**config.mk**
```make
export PLATFORM = sky130hd
export DESIGN_NAME = wakeup_timer
export DESIGN_NICKNAME = d
export VERILOG_FILES = /design/src/rtl/wkt_pkg.sv /design/src/rtl/wkt_period_map.sv /design/src/rtl/wkt_prescaler.sv /design/src/rtl/wkt_flag.sv /design/src/rtl/wakeup_timer.sv
export SDC_FILE = /design/constraint.sdc
export NUM_CORES = 1
export LEC_CHECK = 0
export ABC_AREA = 1
export CAP_MARGIN = 10
export CORE_MARGIN = 4
export CORE_UTILIZATION = 51
export CTS_BUF_LIST = sky130_fd_sc_hd__clkbuf_4 sky130_fd_sc_hd__clkbuf_8
export DETAILED_ROUTE_END_ITERATION = 8
export PLACE_DENSITY = 0.74
export SLEW_MARGIN = 30
export SYNTH_ARGS = -nofsm -noshare
export SYNTH_HDL_FRONTEND = slang
export SYNTH_SLANG_ARGS = --single-unit
export TNS_END_PERCENT = 50
```
**constraint.sdc**
```tcl
create_clock -name clk -period 1.8 [get_ports clk]
set_input_delay 0.45 -clock clk [delete_from_list [all_inputs] [get_ports clk]]
set_output_delay 0.45 -clock clk [all_outputs]
set_load 0.01 [all_outputs]
```
**src/rtl/wkt_pkg.sv**
```systemverilog
package wkt_pkg;

    // Tick source chosen by the source-select input
    typedef enum logic {
        SRC_SLOW = 1'b0,
        SRC_XTAL = 1'b1
    } wkt_src_e;

    // Rate code value that switches the timer off
    localparam logic [2:0] RATE_OFF = 3'd0;

endpackage

```
**src/rtl/wkt_period_map.sv**
```systemverilog
// Maps (rate code, source) to a terminal count, which is the interval minus one.
// The interval is 2**exp, with exp = base(src) + (code == 1 ? 0 : code).
module wkt_period_map #(
    parameter int CNT_W      = 15,
    parameter int RATE_W     = 3,
    parameter int SLOW_SHIFT = 3,
    parameter int XTAL_SHIFT = 8
) (
    input  logic              src_i,
    input  logic [RATE_W-1:0] rate_i,
    output logic [CNT_W-1:0]  term_o
);
    localparam int EXP_W = $clog2(CNT_W + 1);

    logic [EXP_W-1:0] base_w;
    logic [EXP_W-1:0] step_w;
    logic [EXP_W-1:0] exp_w;

    always_comb begin
        base_w = (src_i == wkt_pkg::SRC_XTAL) ? EXP_W'(XTAL_SHIFT) : EXP_W'(SLOW_SHIFT);
        // the first step stays on the base; later codes skip one power of two
        step_w = (rate_i == RATE_W'(1)) ? '0 : EXP_W'(rate_i);
        exp_w  = base_w + step_w;
        term_o = ~({CNT_W{1'b1}} << exp_w);
    end

    initial begin
        assert (XTAL_SHIFT + (1 << RATE_W) - 1 <= CNT_W)
            else $error("prescaler too narrow for largest interval");
    end
endmodule

```
**src/rtl/wkt_prescaler.sv**
```systemverilog
module wkt_prescaler #(
    parameter int CNT_W  = 15,
    parameter int RATE_W = 3
) (
    input  logic              clk,
    input  logic              rst_n,
    input  logic              slow_tick_i,
    input  logic              xtal_tick_i,
    input  logic              src_i,
    input  logic [RATE_W-1:0] rate_i,
    input  logic [CNT_W-1:0]  term_i,
    output logic              set_o
);
    typedef struct packed {
        logic [CNT_W-1:0]  cnt;
        logic [RATE_W-1:0] rate_last;
        logic              src_last;
    } pre_state_t;

    pre_state_t st_q, st_d;
    logic       tick_w;
    logic       chg_w;
    logic       set_w;

    always_comb begin
        st_d   = st_q;
        set_w  = 1'b0;
        tick_w = (src_i == wkt_pkg::SRC_XTAL) ? xtal_tick_i : slow_tick_i;
        chg_w  = (rate_i != st_q.rate_last) || (src_i != st_q.src_last);
        st_d.rate_last = rate_i;
        st_d.src_last  = src_i;
        if (chg_w) begin
            st_d.cnt = '0;
        end else if ((rate_i != RATE_W'(wkt_pkg::RATE_OFF)) && tick_w) begin
            if (st_q.cnt == term_i) begin
                st_d.cnt = '0;
                set_w    = 1'b1;
            end else begin
                st_d.cnt = st_q.cnt + CNT_W'(1);
            end
        end
    end

    always_ff @(posedge clk or negedge rst_n) begin
        if (!rst_n) begin
            st_q <= '0;
        end else begin
            st_q <= st_d;
        end
    end

    assign set_o = set_w;

    // a stable configuration never counts past its terminal value
    p_cnt_bound_r6: assert property (@(posedge clk) disable iff (!rst_n)
        !chg_w |-> (st_q.cnt <= term_i));

    // a configuration change leaves the prescaler at zero
    p_change_clear_r5: assert property (@(posedge clk) disable iff (!rst_n)
        chg_w |=> (st_q.cnt == '0));

    // without a selected tick the prescaler holds
    p_hold_no_tick_r4: assert property (@(posedge clk) disable iff (!rst_n)
        (!tick_w && !chg_w) |=> $stable(st_q.cnt));

    // code zero never yields a terminal pulse
    p_off_no_set_r1: assert property (@(posedge clk) disable iff (!rst_n)
        (rate_i == RATE_W'(wkt_pkg::RATE_OFF)) |-> !set_w);
endmodule

```
**src/rtl/wkt_flag.sv**
```systemverilog
module wkt_flag (
    input  logic clk,
    input  logic rst_n,
    input  logic set_i,
    input  logic ack_i,
    input  logic irq_en_i,
    output logic flag_o,
    output logic irq_o
);
    logic flag_q, flag_d;

    always_comb begin
        // set has priority over acknowledge
        flag_d = set_i | (flag_q & ~ack_i);
    end

    always_ff @(posedge clk or negedge rst_n) begin
        if (!rst_n) begin
            flag_q <= 1'b0;
        end else begin
            flag_q <= flag_d;
        end
    end

    assign flag_o = flag_q;
    assign irq_o  = flag_q & irq_en_i;

    // a terminal pulse always leaves the flag set, even with acknowledge
    p_set_wins_r7: assert property (@(posedge clk) disable iff (!rst_n)
        set_i |=> flag_q);

    // acknowledge without a terminal pulse clears the flag
    p_ack_clears_r7: assert property (@(posedge clk) disable iff (!rst_n)
        (ack_i && !set_i) |=> !flag_q);

    // the flag is sticky while neither input acts
    p_sticky_r7: assert property (@(posedge clk) disable iff (!rst_n)
        (flag_q && !ack_i) |=> flag_q);

    // no interrupt while disabled
    p_irq_gate_r8: assert property (@(posedge clk) disable iff (!rst_n)
        !irq_en_i |-> !irq_o);
endmodule

```
**src/rtl/wakeup_timer.sv**
```systemverilog
module wakeup_timer #(
    parameter int CNT_W      = 15,
    parameter int RATE_W     = 3,
    parameter int SLOW_SHIFT = 3,
    parameter int XTAL_SHIFT = 8
) (
    input  logic              clk,
    input  logic              rst_n,
    input  logic              slow_tick_i,
    input  logic              xtal_tick_i,
    input  logic              src_sel_i,
    input  logic [RATE_W-1:0] rate_i,
    input  logic              irq_en_i,
    input  logic              ack_i,
    output logic              flag_o,
    output logic              irq_o
);
    logic [CNT_W-1:0] term_w;
    logic             set_w;

    wkt_period_map #(
        .CNT_W      (CNT_W),
        .RATE_W     (RATE_W),
        .SLOW_SHIFT (SLOW_SHIFT),
        .XTAL_SHIFT (XTAL_SHIFT)
    ) u_map (
        .src_i  (src_sel_i),
        .rate_i (rate_i),
        .term_o (term_w)
    );

    wkt_prescaler #(
        .CNT_W  (CNT_W),
        .RATE_W (RATE_W)
    ) u_pre (
        .clk         (clk),
        .rst_n       (rst_n),
        .slow_tick_i (slow_tick_i),
        .xtal_tick_i (xtal_tick_i),
        .src_i       (src_sel_i),
        .rate_i      (rate_i),
        .term_i      (term_w),
        .set_o       (set_w)
    );

    wkt_flag u_flag (
        .clk      (clk),
        .rst_n    (rst_n),
        .set_i    (set_w),
        .ack_i    (ack_i),
        .irq_en_i (irq_en_i),
        .flag_o   (flag_o),
        .irq_o    (irq_o)
    );

    // the first sampled cycle after reset shows a clear flag
    p_reset_clear_r9: assert property (@(posedge clk)
        $rose(rst_n) |-> !flag_o);
endmodule

```
==> results.json, run 1 <==
{
  "cp-end-kind": "flip-flop",
  "worst_ep_required_time_ns": 2.01,
  "syn_inst": 275,
  "cts_root_buffer": "clkbuf_4",
  "cpPeakStageDelay_ns": 0.44,
  "hold_viol_final": 0,
  "slowest_stage": "fa_2",
  "tritoncts": "done",
  "die-area_um2": 4450,
  "clk_path_buf_depth": 2,
  "grt_max_degree": 21,
  "utilization_pct": 66.8,
  "rows": 21,
  "drive_gt1_share_pct": 23.6,
  "r2r-end": "u_pre.st_q[18]$_DFFE_PN0P_",
  "violations": "setup timing",
  "grt_overflow_total": 0,
  "area_growth_pct": 26.8,
  "yosysWarnings": 0,
  "grt_pass1_wl_mm": 7.96,
  "grt_pass1_vias": 1844,
  "synthesis.nets": 289,
  "clk_pin_slew_ns": 0.12,
  "finalMaxSlewViolations": 0,
  "finalWorstSetupSlack_ns": -0.574,
  "min_to": "u_pre.st_q[1]$_DFF_PN0_",
  "dr.first_iter.drc_count": 92,
  "critPathLaunchType": "input port",
  "vias": 1855,
  "drt_wl_total_mm": 4.51,
  "syn_area_per_cell_um2": 6.39,
  "rrSetupSlack_ns": 0.11,
  "reg2regPathDepth": 8,
  "final.period_utilization_pct": 132,
  "crit_fanout": 8,
  "min_path_type": "in -> reg",
  "cp_top_family": "simple AND/OR/NAND/NOR gates",
  "min_path_cells": 2,
  "post_drt_wl_per_cell_um": 12.7,
  "finalCriticalPeriod_ns": 2.37,
  "fin_skew_ns": 0.00166,
  "drc": 0,
  "gp_congestion": 0.893,
  "viasPerCell": 5.23,
  "antenna_found_initial": 0,
  "synth_edf_count": 0,
  "clock_latency_ns": 0.31,
  "power_density_nw_per_um2": 526,
  "die_height_um": 66.7,
  "vdd_drop_max_uv": 433,
  "hp-start": "rate_i[0]",
  "arrival_ns": 2.58,
  "relSlewSlack_pct": 70.9,
  "yosysSeqAreaShare_pct": 28.5,
  "status": "complete, but fails checks",
  "cp-startpoint": "rate_i[1]",
  "maxCapViolations": 0,
  "tns_ns": -8.86,
  "final_cell_mix": "92 x nand2_1, 35 x inv_1, 24 x nand3_1, 24 x buf_4, 20 x dfrtp_1",
  "antenna_cells": 0,
  "start_util_pct": 52.7,
  "cts-hold-fix-buffers": 0,
  "dp_slack_ns": -1.37,
  "cp_common_cell": "inv_2",
  "setup_viol_count_final": 16,
  "first_pass_iters": 4,
  "synth_cell_types": 26,
  "r2r-start": "u_pre.st_q[5]$_DFFE_PN0P_",
  "ant_nets": 0,
  "worst_slew_pin_slew_ns": 0.436,
  "synthFlopType": "dfrtp_1",
  "place_hpwl_mm": 3.24,
  "portBuffers": 11,
  "fmax_ghz": 0.421,
  "worstPathCellList": "buf_6 > o21a_1 > ha_4 > inv_2 > fa_2 > inv_2 > nand2_2 > inv_2 > nor2_4 > buf_6 > nand3_2 > nand2_1 > nor2_2 > nand2_2 > nor2_4 > nand2_4 > nand4_1 > nand2_1",
  "clock_sinks": 20,
  "core_area_um2": 3340,
  "boundaryPins": 12,
  "p_leak_nw": 1.22,
  "ys_ff_latch": 20,
  "syn_area_um2": 1760,
  "path_class": "in -> reg",
  "die_x_um": 66.7,
  "final_net_count": 324,
  "grt.total_usage_pct": 22.5,
  "synthArstFlopShare_pct": 100,
  "htreeDepth": 1,
  "total_power_mw": 1.17,
  "path_buf_inv": 5,
  "rsz0062_at_grt": "yes",
  "cts_buffers": 3,
  "layout_commonest_cell": "nand2_1"
}
layer usage:
layer / global-route usage (%) / share of wire (%) / vias up
met5: 0 / 0 / -
met4: 6.35 / 1.3 / 0
met3: 2.70 / 3.8 / 10
met2: 41.0 / 51 / 43
met1: 27.6 / 44 / 864
li1: - / - / 938
worst max path at each step:
stage,cells past startpoint,endpoint,slack [ns]
after global placement,17,u_pre.st_q[17]$_DFFE_PN0P_,-1.32
after global routing,18,u_pre.st_q[14]$_DFFE_PN0P_,-0.72
after floorplan,20,u_pre.st_q[10]$_DFFE_PN0P_,-0.76
after detailed placement,18,u_pre.st_q[15]$_DFFE_PN0P_,-1.37
final,18,u_pre.st_q[7]$_DFFE_PN0P_,-0.57
after CTS,18,u_pre.st_q[14]$_DFFE_PN0P_,-0.59
cell families after synthesis:
| family | after synthesis | synth area share (%) |
|---|---|---|
| flip-flops | 20 | 28.5 |
| AND/OR/NAND/NOR | 178 | 46.0 |
| adder cells (fa/ha/maj) | 4 | 3.27 |
| XOR/XNOR | 16 | 7.97 |
| AO/OA/AOI/OAI | 4 | 1.42 |
| buffers and inverters | 53 | 12.8 |
per-stage QoR:
step / std cells / instance area (µm²) / hold slack [ns]
floorplan: 275 / 1770 / 0.154
global placement: 347 / 2060 / 0.541
CTS: 354 / 2200 / 0.346
detailed placement: 347 / 2060 / 0.548
global route: 355 / 2230 / 0.331
finish: 355 / 2230 / 0.348
power by group:
group / internal (mW) / switching, mW
clock network: 0.225 / 0.151
registers: 0.455 / 0.00247
logic: 0.144 / 0.196
total: 0.824 / 0.350
area by class of cell:
cell class | count | area [µm²]
multi-input cells | 203 | 1130
fillers | 317 | 1110
flip-flops and latches | 20 | 500
repair buffers | 37 | 319
inverters | 45 | 169
well taps | 46 | 57.6
clock inverters | 1 | 30.0
clock buffers | 3 | 22.5
worst reg2reg max path, cell delays in order (launching register included):
cell     delay (ns)
dfrtp_1        0.38
ha_1           0.20
nand2_1        0.07
nor2_1         0.14
nand3_1        0.17
nor4_1         0.30
xor2_1         0.19
nand4_1        0.11
nand2_1        0.08
flip-flops by register name, indices dropped and copies added, names as in the netlist:
| name | count |
|---|---|
| u_pre.st_q | 19 |
| u_flag.flag_o | 1 |
what timing repair did:
| item | 4_1_cts | 5_1_grt |
|---|---|---|
| resized for setup | 38 | 9 |
| gates cloned | 1 | 0 |
| buffers inserted | 2 | 1 |
| setup endpoints to repair | 17 | 16 |
| pin swaps | 21 | 24 |
| hold endpoints to repair | 0 | 0 |
cell usage after synthesis (2+ instances only):
master / number / share of area [%]
nor2_2: 3 / 1.1
dfrtp_1: 20 / 28
nand3_2: 4 / 2.3
clkbuf_1: 2 / 0.43
inv_2: 3 / 0.64
nor3_1: 5 / 1.4
nor4_1: 2 / 0.71
nand4_1: 19 / 6.8
ha_1: 3 / 2.1
buf_1: 2 / 0.43
inv_1: 42 / 9.0
nand2_1: 98 / 21
nand2_2: 4 / 1.4
nor2_1: 14 / 3.0
buf_6: 3 / 1.9
nand3_1: 27 / 7.7
xor2_1: 15 / 7.5
(Power assumes the default switching activity.)
==> inputs of run 2 (changes only) <==
--- a/config.mk
+++ b/config.mk
@@ -5,13 +5,12 @@
 export SDC_FILE = /design/constraint.sdc
 export NUM_CORES = 1
 export LEC_CHECK = 0
-export ABC_AREA = 1
 export CAP_MARGIN = 10
 export CORE_MARGIN = 4
-export CORE_UTILIZATION = 51
+export CORE_UTILIZATION = 40
 export CTS_BUF_LIST = sky130_fd_sc_hd__clkbuf_4 sky130_fd_sc_hd__clkbuf_8
 export DETAILED_ROUTE_END_ITERATION = 8
-export PLACE_DENSITY = 0.74
+export PLACE_DENSITY = 0.61
 export SLEW_MARGIN = 30
 export SYNTH_ARGS = -nofsm -noshare
 export SYNTH_HDL_FRONTEND = slang
==> run 2 against run 1 <==
Compared with the run above: the run still ends with setup timing left; largest cell class unchanged; die area rose by 11%; non-clock buffer count grew 16; final cell count shrank 22%; flip-flop and latch count is the same; via count fell by 19%.
==> results.json, run 2 <==
{
  "final_net_count": 245,
  "p_leak_nw": 0.921,
  "ys_ff_latch": 20,
  "maxCapViolations": 0,
  "worst_ep_required_time_ns": 1.95,
  "grt_pass1_vias": 1571,
  "die_x_um": 70.4,
  "syn_inst": 181,
  "grt_overflow_total": 0,
  "clk_pin_slew_ns": 0.08,
  "fin_skew_ns": 0.0112,
  "fin_cells": 278,
  "cts_root_buffer": "clkbuf_8",
  "cp-end-kind": "flip-flop",
  "clock_sinks": 20,
  "synthArstFlopShare_pct": 100,
  "path_class": "in -> reg",
  "reg2regPathDepth": 9,
  "synth_edf_count": 0,
  "synth.area.top_cells": "dfrtp_1 32%, nor2_1 5.5%, xnor2_1 5.1%",
  "relSlewSlack_pct": 63.5,
  "fmax_ghz": 0.338,
  "cts_buffers": 3,
  "viasPerCell": 5.42,
  "yosysWarnings": 0,
  "final_cell_mix": "39 x buf_4, 23 x nor2_1, 20 x dfrtp_1, 17 x nand2_1, 9 x xnor2_1",
  "muxShareOfSynthArea_pct": 1.44,
  "vdd_drop_max_uv": 454,
  "die-area_um2": 4960,
  "largest_register": "u_pre.st_q",
  "rows": 22,
  "antenna_cells": 0,
  "violations": "setup timing",
  "start_util_pct": 42.0,
  "yosys.area.top_type": "dfrtp_1",
  "crit_fanout": 10,
  "r2r-start": "u_pre.st_q[4]$_DFFE_PN0P_",
  "synth-simple-area-share_pct": 25.0,
  "r2r-end": "u_pre.st_q[18]$_DFFE_PN0P_",
  "synth_top_cells_by_count": "23 x nor2_1, 20 x dfrtp_1, 17 x nand2_1, 9 x inv_1, 9 x xnor2_1",
  "synth_top_family_by_area": "simple AND/OR/NAND/NOR gates",
  "dp_cells": 267,
  "finalCriticalPeriod_ns": 2.96,
  "min_to": "u_pre.st_q[2]$_DFF_PN0_",
  "antenna_found_initial": 0,
  "worst_slew_pin_slew_ns": 0.542,
  "synth_top_area_share_pct": 32.1,
  "synthFlopType": "dfrtp_1",
  "rrSetupSlack_ns": -0.27,
  "hold_viol_final": 0,
  "layout_commonest_cell": "buf_4",
  "rsz0062_at_grt": "yes",
  "min_path_type": "in -> reg",
  "tritoncts": "done",
  "boundaryPins": 12,
  "die_height_um": 70.4,
  "yosysSeqAreaShare_pct": 32.1,
  "setup_viol_count_final": 16,
  "final_cell_area_um2": 2160,
  "dr.first_iter.drc_count": 123,
  "portBuffers": 11,
  "finalMaxSlewViolations": 0,
  "grt.total_usage_pct": 17.6,
  "synth.most_common_cell": "nor2_1",
  "grt_pass1_wl_mm": 7.11,
  "dp_slack_ns": -1.77,
  "ant_nets": 0,
  "largest_reg_flops": 19,
  "hp-start": "rate_i[1]",
  "power_density_nw_per_um2": 597,
  "timing.hold.ws_ns": 0.421,
  "grt_max_degree": 21,
  "critPathLaunchType": "input port",
  "synthesis.nets": 195,
  "synth_cell_types": 53,
  "syn_area_per_cell_um2": 8.61,
  "htreeDepth": 1,
  "drt_wl_total_mm": 4.06,
  "gp_congestion": 0.872,
  "final.period_utilization_pct": 164,
  "clk_path_buf_depth": 2,
  "first_pass_iters": 4,
  "status": "complete, but fails checks",
  "placed_area_um2": 1990,
  "clock_latency_ns": 0.27,
  "synth-xor-area-share_pct": 11.6,
  "synth-compound-area-share_pct": 21.7,
  "place_hpwl_mm": 3.06,
  "vias": 1507,
  "syn_area_um2": 1560,
  "drive_gt1_share_pct": 30.0,
  "area_growth_pct": 38.7,
  "arrival_ns": 3.12,
  "total_power_mw": 1.29,
  "min_path_cells": 2,
  "post_drt_wl_per_cell_um": 14.6,
  "core_area_um2": 3720,
  "drc": 0,
  "synthAdderAreaFrac_pct": 3.69,
  "finalWorstSetupSlack_ns": -1.16
}
-- run 2: changes by cell type after synthesis, sizes merged, moves of 9 or more --
cell   change
xnor2      +9
nand3     -28
inv       -36
nand2     -85
nand4     -14
-- run 2: layer usage --
layer,part of all wire (%),vias up,GRT usage (%)
met5,0,-,0
met4,0.84,0,6.17
met3,5.6,4,3.88
met2,50,37,29.0
met1,43,725,22.4
li1,-,741,-
-- run 2: where the power goes --
part,switching (mW),internal (mW)
clock network,0.162,0.297
logic,0.183,0.191
registers,0.00264,0.454
total,0.347,0.943
-- run 2: cell families after synthesis --
group,after synthesis
compound gates,43
xor+xnor,19
fa+ha+maj,4
buf+inv,17
flops,20
mux,2
simple gates,76
-- run 2: cell type report --
cell class	count	area (µm²)
Multi-Input combinational cell	144	1050
Tap cell	48	60.1
Sequential cell	20	500
Fill cell	329	1550
Timing Repair Buffer	53	449
Clock inverter	1	30.0
Inverter	9	33.8
Clock buffer	3	41.3
-- run 2: through the flow --
| step | utilization [%] | setup TNS (ns) |
|---|---|---|
| after CTS | 57.8 | -18.58 |
| after global placement | 53.5 | -25.91 |
| final | 58.2 | -17.94 |
| after detailed placement | 53.5 | -26.91 |
| after global routing | 58.2 | -20.00 |
| after floorplan | - | -18.24 |
-- run 2: how the worst max path moves through the flow --
stage | slack [ns] | cells past startpoint | startpoint | endpoint
after floorplan | -1.23 | 13 | rate_i[2] | u_flag.flag_o$_DFF_PN0_
after global placement | -1.68 | 12 | rate_i[2] | u_flag.flag_o$_DFF_PN0_
after detailed placement | -1.77 | 12 | rate_i[1] | u_flag.flag_o$_DFF_PN0_
after CTS | -1.21 | 13 | rate_i[2] | u_flag.flag_o$_DFF_PN0_
after global routing | -1.29 | 15 | rate_i[2] | u_pre.st_q[18]$_DFFE_PN0P_
final | -1.16 | 15 | rate_i[2] | u_pre.st_q[18]$_DFFE_PN0P_
-- run 2: worst max-delay path, cell delays in order --
cell     delay, ns
buf_6         0.09
o21a_1        0.20
ha_4          0.17
inv_2         0.05
fa_2          0.47
buf_6         0.14
nor2b_4       0.12
nor4b_2       0.26
o22ai_1       0.13
o31ai_2       0.27
nand4_4       0.16
buf_12        0.17
o31ai_4       0.20
buf_12        0.16
nor2_1        0.05
-- run 2: timing repair --
action / CTS / global route
hold buffers: 0 / 0
resized for setup: 24 / 1
pin swaps: 12 / 3
buffers inserted: 6 / 1
setup endpoints to repair: 17 / 16
==> inputs of run 3 (changes only) <==
--- a/config.mk
+++ b/config.mk
@@ -7,10 +7,10 @@
 export LEC_CHECK = 0
 export CAP_MARGIN = 10
 export CORE_MARGIN = 4
-export CORE_UTILIZATION = 40
+export CORE_UTILIZATION = 45
 export CTS_BUF_LIST = sky130_fd_sc_hd__clkbuf_4 sky130_fd_sc_hd__clkbuf_8
 export DETAILED_ROUTE_END_ITERATION = 8
-export PLACE_DENSITY = 0.61
+export PLACE_DENSITY = 0.68
 export SLEW_MARGIN = 30
 export SYNTH_ARGS = -nofsm -noshare
 export SYNTH_HDL_FRONTEND = slang
==> run 3 against run 2 <==
Compared with the run above: the flow still finishes with violations (setup timing); largest power group is now sequential cells; fmax up 2.0%; register-to-register slack about the same; worst hold slack worse by 0.041 ns; flip-flop and latch count unchanged; sequential share of layout area down 0.75 points; sequential power about the same.
==> results.json, run 3 (synthesis results as in run 2) <==
{
  "cts_buffers": 3,
  "switching_share_pct": 31.5,
  "cp-end-kind": "flip-flop",
  "first_pass_iters": 4,
  "vdd_drop_max_uv": 290,
  "fmax_ghz": 0.345,
  "htreeDepth": 1,
  "die_x_um": 66.9,
  "power_density_nw_per_um2": 516,
  "path_buf_inv": 5,
  "rsz0062_at_grt": "yes",
  "boundaryPins": 12,
  "portBuffers": 11,
  "path_class": "in -> reg",
  "finalWorstSetupSlack_ns": -1.10,
  "die-area_um2": 4470,
  "seq_power_share_pct": 39.6,
  "dr.first_iter.drc_count": 145,
  "cp_top_family": "simple AND/OR/NAND/NOR gates",
  "grt_pass1_vias": 1633,
  "place_hpwl_mm": 3.19,
  "largest_register": "u_pre.st_q",
  "final_net_count": 252,
  "largest_reg_flops": 19,
  "ant_nets": 0,
  "grt_pass1_wl_mm": 7.64,
  "pwr-share-clk_pct": 23.5,
  "layout_commonest_cell": "buf_4",
  "final.period_utilization_pct": 161,
  "routed-wl-met3_um": 236,
  "hold_viol_final": 0,
  "antenna_found_initial": 0,
  "viasPerCell": 5.80,
  "clock_sinks": 20,
  "drt_wl_total_mm": 4.67,
  "combinationalPowerShare_pct": 36.9,
  "internal_power_mw": 0.790,
  "status": "complete, but fails checks",
  "worst_ep_required_time_ns": 2.03,
  "slowest_stage": "or4_4",
  "critPathLaunchType": "input port",
  "cts_root_buffer": "clkbuf_4",
  "total_power_mw": 1.15,
  "grt_overflow_total": 0,
  "relSlewSlack_pct": 43.2,
  "worstPathCellList": "buf_6 > o21a_1 > ha_4 > inv_2 > fa_2 > buf_6 > nor2b_4 > or4_4 > a32o_2 > nand4_4 > buf_6 > buf_4 > o211ai_1 > a31oi_1",
  "antenna_cells": 0,
  "post_drt_wl_per_cell_um": 16.5,
  "drt-met1-wl_mm": 1.92,
  "switchingPower_mw": 0.363,
  "clock_latency_ns": 0.31,
  "fin_cells": 283,
  "crit_fanout": 5,
  "area_growth_pct": 43.3,
  "drive_gt1_share_pct": 35.4,
  "worst_slew_pin_slew_ns": 0.844,
  "finalMaxSlewViolations": 0,
  "core_area_um2": 3340,
  "violations": "setup timing",
  "highest_layer": "met4",
  "cpPeakStageDelay_ns": 0.53,
  "tns_ns": -16.94,
  "grt_max_degree": 21,
  "grt.total_usage_pct": 22.7,
  "arrival_ns": 3.14,
  "cts-hold-fix-buffers": 0,
  "rows": 21,
  "die_height_um": 66.9,
  "gp_congestion": 0.975,
  "wl_met2_mm": 2.37,
  "fillers": 254,
  "clk_path_buf_depth": 2,
  "finalCriticalPeriod_ns": 2.90,
  "final_cell_mix": "44 x buf_4, 22 x nor2_1, 20 x dfrtp_1, 17 x nand2_1, 9 x xnor2_1",
  "fin_skew_ns": 0.000573,
  "min_path_type": "in -> reg",
  "maxCapViolations": 0,
  "clk_pin_slew_ns": 0.12,
  "p_leak_nw": 0.944,
  "cp_common_cell": "buf_6",
  "setup_viol_count_final": 16,
  "tritoncts": "done",
  "vias": 1640,
  "utilization_pct": 67.0,
  "drc": 0,
  "start_util_pct": 46.7,
  "dp_cells": 268
}
[run 3: final timing paths]
path	slack [ns]	to	from	depth (start not counted)
max	-1.10	u_pre.st_q[12]$_DFFE_PN0P_	rate_i[1]	14
min	0.38	u_pre.st_q[1]$_DFF_PN0_	rate_i[0]	2
max reg2reg	-0.27	u_pre.st_q[18]$_DFFE_PN0P_	u_pre.st_q[4]$_DFFE_PN0P_	9
min reg2reg	0.55	u_flag.flag_o$_DFF_PN0_	u_flag.flag_o$_DFF_PN0_	2
max in group asynchronous	1.12	u_pre.st_q[16]$_DFFE_PN0P_	rst_n	2
min in group asynchronous	0.47	u_pre.st_q[0]$_DFF_PN0_	rst_n	2
[run 3: what timing repair did]
action,CTS,global route
resized for setup,30,12
pin swaps,12,13
setup endpoints to repair,17,16
setup buffers,10,1
[run 3: routing by layer]
| layer | track usage [%] | up-vias |
|---|---|---|
| met4 | 9.37 | 0 |
| met3 | 3.04 | 17 |
| met5 | 0 | - |
| met2 | 40.1 | 67 |
| li1 | - | 764 |
| met1 | 27.4 | 792 |
[run 3: area by class of cell]
| type | count | area (µm²) | share of cell area (%) |
|---|---|---|---|
| Inverter | 9 | 36.3 | 1.62 |
| Multi-Input combinational cell | 144 | 1110 | 49.6 |
| Clock buffer | 4 | 36.3 | 1.62 |
| Timing Repair Buffer | 60 | 497 | 22.2 |
| Sequential cell | 20 | 500 | 22.4 |
| Tap cell | 46 | 57.6 | 2.58 |
[run 3: power by group through the flow]
stage | Combinational (mW) | Clock, mW | Sequential, mW
global route | 0.454 | 0.295 | 0.458
detailed placement | 0.334 | 0 | 0.466
finish | 0.425 | 0.270 | 0.457
floorplan | 0.193 | 0 | 0.466
CTS | 0.396 | 0.271 | 0.457
global placement | 0.321 | 0 | 0.466
[run 3: per-stage QoR]
| step | hold WS [ns] | worst slack (ns) | area, µm² |
|---|---|---|---|
| 2_1_floorplan | 0.154 | -1.23 | 1600 |
| 3_3_place_gp | 0.526 | -1.65 | 2000 |
| 3_5_place_dp | 0.531 | -1.78 | 2000 |
| 4_1_cts | 0.377 | -1.11 | 2180 |
| 5_1_grt | 0.374 | -1.20 | 2230 |
| 6_report | 0.379 | -1.10 | 2230 |
[run 3: worst register-to-register path, cell delays in order, from the launching register on]
cell and delay, ns:
dfrtp_1 0.41, xor2_1 0.20, nor4_4 0.29, o22ai_2 0.13
o31ai_4 0.23, nand4_4 0.13, buf_4 0.17, o31ai_4 0.22
buf_12 0.16, nor2_1 0.05
